File: src/rtl/fxf_pkg.sv
package fxf_pkg;
  localparam int FLAG_W = 6;
  localparam int FX_INX = 0;
  localparam int FX_UNF = 1;
  localparam int FX_OVF = 2;
  localparam int FX_INV = 3;
  localparam int FX_IFZ = 4;
  localparam int FX_OFZ = 5;
  typedef logic [FLAG_W-1:0] fx_flags_t;
endpackage

File: src/rtl/fxf_gate.sv
module fxf_gate
  import fxf_pkg::*;
#(
  parameter int NUM_UNITS = 5
) (
  input  logic [NUM_UNITS-1:0]        valid_i,
  input  logic [NUM_UNITS-1:0]        guard_i,
  input  logic [NUM_UNITS*FLAG_W-1:0] flags_i,
  output fx_flags_t [NUM_UNITS-1:0]   gated_o
);
  // each unit contributes only when it completes and its guard holds
  for (genvar u = 0; u < NUM_UNITS; u++) begin : g_unit
    logic take;
    assign take       = valid_i[u] & guard_i[u];
    assign gated_o[u] = take ? flags_i[u*FLAG_W +: FLAG_W] : '0;
  end
endmodule

File: src/rtl/fxf_or_merge.sv
module fxf_or_merge
  import fxf_pkg::*;
#(
  parameter int NUM_UNITS = 5
) (
  input  fx_flags_t [NUM_UNITS-1:0] gated_i,
  output fx_flags_t                 merged_o
);
  always_comb begin
    merged_o = '0;
    for (int u = 0; u < NUM_UNITS; u++) begin
      merged_o = merged_o | gated_i[u];
    end
  end
endmodule

File: src/rtl/fxf_state.sv
module fxf_state
  import fxf_pkg::*;
#(
  parameter int RM_W = 2,
  localparam int REG_W = RM_W + FLAG_W
) (
  input  logic             clk,
  input  logic             rst_n,
  input  fx_flags_t        merged_i,
  input  logic             wr_en_i,
  input  logic [REG_W-1:0] wr_data_i,
  output fx_flags_t        flags_q,
  output logic [RM_W-1:0]  rm_q
);
  fx_flags_t       base;
  fx_flags_t       flags_d;
  logic [RM_W-1:0] rm_d;

  // a write replaces the stored base; incoming flags land on top of it
  always_comb begin
    base    = wr_en_i ? wr_data_i[FLAG_W-1:0] : flags_q;
    flags_d = base | merged_i;
    rm_d    = wr_en_i ? wr_data_i[REG_W-1:FLAG_W] : rm_q;
  end

  always_ff @(posedge clk or negedge rst_n) begin
    if (!rst_n) begin
      flags_q <= '0;
      rm_q    <= '0;
    end else begin
      flags_q <= flags_d;
      rm_q    <= rm_d;
    end
  end
endmodule

File: src/rtl/sticky_fpx_status.sv
module sticky_fpx_status
  import fxf_pkg::*;
#(
  parameter int NUM_UNITS = 5,
  parameter int RM_W      = 2
) (
  input  logic                        clk,
  input  logic                        rst_n,
  input  logic [NUM_UNITS-1:0]        upd_valid_i,
  input  logic [NUM_UNITS-1:0]        upd_guard_i,
  input  logic [NUM_UNITS*FLAG_W-1:0] upd_flags_i,
  input  logic                        sw_wr_en_i,
  input  logic [RM_W+FLAG_W-1:0]      sw_wr_data_i,
  output logic [RM_W+FLAG_W-1:0]      rd_data_o,
  output logic [FLAG_W-1:0]           flags_o,
  output logic [RM_W-1:0]             rnd_mode_o
);
  fx_flags_t [NUM_UNITS-1:0] gated;
  fx_flags_t                 merged;
  fx_flags_t                 flags_q;
  logic [RM_W-1:0]           rm_q;

  fxf_gate #(.NUM_UNITS(NUM_UNITS)) u_gate (
    .valid_i (upd_valid_i),
    .guard_i (upd_guard_i),
    .flags_i (upd_flags_i),
    .gated_o (gated)
  );

  fxf_or_merge #(.NUM_UNITS(NUM_UNITS)) u_merge (
    .gated_i  (gated),
    .merged_o (merged)
  );

  fxf_state #(.RM_W(RM_W)) u_state (
    .clk       (clk),
    .rst_n     (rst_n),
    .merged_i  (merged),
    .wr_en_i   (sw_wr_en_i),
    .wr_data_i (sw_wr_data_i),
    .flags_q   (flags_q),
    .rm_q      (rm_q)
  );

  // read path comes straight from the register: pre-update value
  assign rd_data_o  = {rm_q, flags_q};
  assign flags_o    = flags_q;
  assign rnd_mode_o = rm_q;
endmodule

File: config.mk
export PLATFORM = sky130hd
export DESIGN_NAME = sticky_fpx_status
export DESIGN_NICKNAME = d
export VERILOG_FILES = /design/src/rtl/fxf_pkg.sv /design/src/rtl/fxf_gate.sv /design/src/rtl/fxf_or_merge.sv /design/src/rtl/fxf_state.sv /design/src/rtl/sticky_fpx_status.sv
export SDC_FILE = /design/constraint.sdc
export NUM_CORES = 1
export LEC_CHECK = 0
export BUFFER_PORTS_ARGS = -buffer_cell sky130_fd_sc_hd__buf_2
export CAP_MARGIN = 20
export CORE_UTILIZATION = 37
export DETAILED_ROUTE_END_ITERATION = 7
export PLACE_DENSITY = 0.83
export SLEW_MARGIN = 20
export SYNTH_ARGS = -nofsm -noshare
export SYNTH_HDL_FRONTEND = slang
export SYNTH_HIERARCHICAL = 1
export SYNTH_SLANG_ARGS = --single-unit
export TNS_END_PERCENT = 10
File: constraint.sdc
create_clock -name clk -period 2.5 [get_ports clk]
set_input_delay 0.25 -clock clk [delete_from_list [all_inputs] [get_ports clk]]
set_output_delay 0.25 -clock clk [all_outputs]
set_load 0.03 [all_outputs]
==> results.cfg <==
[run_status]
outcome = finished clean

[worst_setup_path]
critical_path.max_fanout = 3
largest_stage_delay_on_the_critical_path_ps = 390
worst_ep_arrival_time_ps = 820
startpoint_type = flip-flop
rrSetupSlack_ps = 1600
timing.rr.start = u_state/flags_q[4]
timing_worst_setup_path_type = reg -> out
cp.buffers_inverters = 1
required_ps = 2250
endpoint_of_the_worst_slack_reg_to_reg_timing_path = u_state/flags_q[4]
worst_path_max_delay_cell = dfrtp_1
critPathTopFamily = flip-flops
crit_chain = buf_2
cp_endpoint_kind = primary output
r2r_cells = 2

[timing]
worst_tran_pin_value_ps = 252
timing.final.crit_share = 0.427
grt_setup_unrepaired = false
period_minus_slack_ps = 1070
fin_skew_ps = 0
timing.final.hold_violations = 0
fmax_mhz = 936
timing.final.setup_violations = 0
report.final.slew_viol_count = 0
setup_ws_ps = 1430
final.setup.tns_ps = 0
relSlewSlack = 0.830
fin_hold_ws_ps = 215

[pwr]
internal_power_summed_over_all_cells_mw = 0.276
cellLeakagePower_nw = 0.605
total_power_mw = 0.429
sw_frac_of_total = 0.357
comb_power_frac = 0.426
pwr-share-seq = 0.353
power-per-cell-area_nw_per_um2 = 443
power.net_switching_mw = 0.153
power.clock.fraction = 0.221
peakVddDrop_mv = 0.193

[global_route]
grt_antenna_before_repair = 0
grt_util_all_layers = 0.195
grt_start_max_net_pins = 15
grt_pass1_vias = 705
globalRoute.totalOverflow = 0
grt_pass1_wl_um = 2860

[min_path]
worst_hold_path_type = in -> reg
hold_path_depth = 2
min-delay-start = sw_wr_data_i[5]
hold_end = u_state/flags_q[5]

[drt]
detailedRoute.firstPassIterationCount = 5
route.detailed.wl_per_inst_um = 11.1
wl_um = 1740
vias = 766
routed_via_density = 4.91
post-route-drc-count = 0
final_antenna_net_count = 0
detail_route.iter0.violations = 8

[floorplanning]
die_height_um = 44.1
core_area_um2 = 1580
horiz_die_dim_um = 44.1
boundaryPins = 67
effective_utilization_at_floorplan = 0.417
placementRows = 14
die_area_um2 = 1950

[synthesis]
synth-compound-area-share = 0.0876
netlist.area_leader.share = 0.305
yosysSeqAreaShare = 0.305
synth-warning-count = 6
syn_nets = 130
yosys.area_share.adder = 0
synth_top_family_by_area = simple AND/OR/NAND/NOR gates
synth-seq-cells = 8
synth_area_um2 = 657
yosys.area.top_type = dfrtp_1
post_synth_xor_area_fraction = 0
postSynthAreaPerCell_um2 = 8.31
yosysUniqueCellTypes = 12
post_synth_mux_area_share = 0.0343
basic_gate_share_of_the_synthesized_area_counting_and_or_nand_and_nor_cells = 0.465
synthTopCellsByArea = dfrtp_1 (30%), and3_1 (29%), buf_4 (9.1%)
synth_cells = 79

[placed_design]
post-place-ws_ps = 1230
dp_hpwl_um = 1470
buffer_ports.inserted = 66
gpl.final_weighted_congestion = 0.702

[clocking]
cts.hold.buffers_added = 1
post_cts_resize_count = 0
max_h_tree_level = 1
cts_made_buffers = 3
root_buffer = clkbuf_4
clock_tree_from_tritoncts = done
clkLatencyLatePin_ps = 240
clock_sink_count = 8
cts_buffer_depth = 2
clk_pin_slew_ps = 60
setup_fix_buffers_added_after_clock_tree_synthesis = 0

[layout]
area_delta_synth_final_pct = 47.4
most_frequent_cells_in_the_layout = buf_2 (66), and3_1 (30), dfrtp_1 (8)
antenna_cells_inserted = 0
final_nets = 193
ff_latch_area_um2 = 200
layout_commonest_cell = buf_2
multiInputGateArea_um2 = 385
drive_gt1_frac = 0.550
fill_cells = 161

[job]
max-cap-violations = 0
==> power by group through the flow <==
stage	combinational [mW]	clock, mW	sequential [mW]
2_1_floorplan	0.0955	0	0.181
3_5_place_dp	0.182	0	0.154
4_1_cts	0.184	0.0987	0.151
6_report	0.183	0.0948	0.151
5_1_grt	0.198	0.110	0.153
3_3_place_gp	0.180	0	0.152
==> cells in the mapped netlist <==
library cell  instances
nor2b_1               4
dfrtp_1               8
nor2_1                6
mux2_2                2
a211o_2               4
and3_1               30
nor3_1                6
nor2b_2               2
nand2_1               6
buf_6                 1
buf_4                 8
a211o_1               2
==> worst max-delay path by stage <==
stage / from / to / slack (ps) / depth (start not counted)
after global routing: u_state/flags_q[0] / rd_data_o[0] / 1390 / 1
after global placement: upd_valid_i[1] / u_state/flags_q[1] / 1230 / 5
after CTS: u_state/flags_q[4] / rd_data_o[4] / 1430 / 1
after detailed placement: upd_valid_i[1] / u_state/flags_q[2] / 1230 / 5
final: u_state/flags_q[4] / rd_data_o[4] / 1430 / 1
after floorplan: upd_flags_i[6] / u_state/flags_q[0] / 1460 / 4
==> per-stage QoR <==
stage                     utilization  area [um^2]  std cells
after floorplan                     -          657         79
after global placement          0.594          936        152
after detailed placement        0.594          936        152
after CTS                       0.614          968        156
after global routing            0.614          968        156
final                           0.614          968        156
==> area by class of cell <==
| cell class | count | share of cell area |
|---|---|---|
| clock buffer | 3 | 0.0233 |
| multi-input combinational | 62 | 0.398 |
| sequential | 8 | 0.207 |
| tap | 16 | 0.0207 |
| timing repair buffer | 67 | 0.351 |
==> metal layers <==
layer / vias to the layer above / global-route usage / routed length, um
met4: 0 / 0.0545 / 0
met5: - / 0 / 0
met3: 0 / 0.0245 / 102
met2: 38 / 0.344 / 871
met1: 326 / 0.248 / 762
li1: 402 / - / -
==> cells by family after synthesis <==
kind of cell | after synthesis
buffers and inverters | 9
DFF | 8
muxes | 2
AOI/OAI and AO/OA | 6
and+or+nand+nor | 54
==> registers in the layout, summed over array words and instances (netlist names) <==
| signal | cells |
|---|---|
| u_state/rm_q | 2 |
| u_state/flags_q | 6 |
No activity file was read; power rests on OpenSTA's default activity.
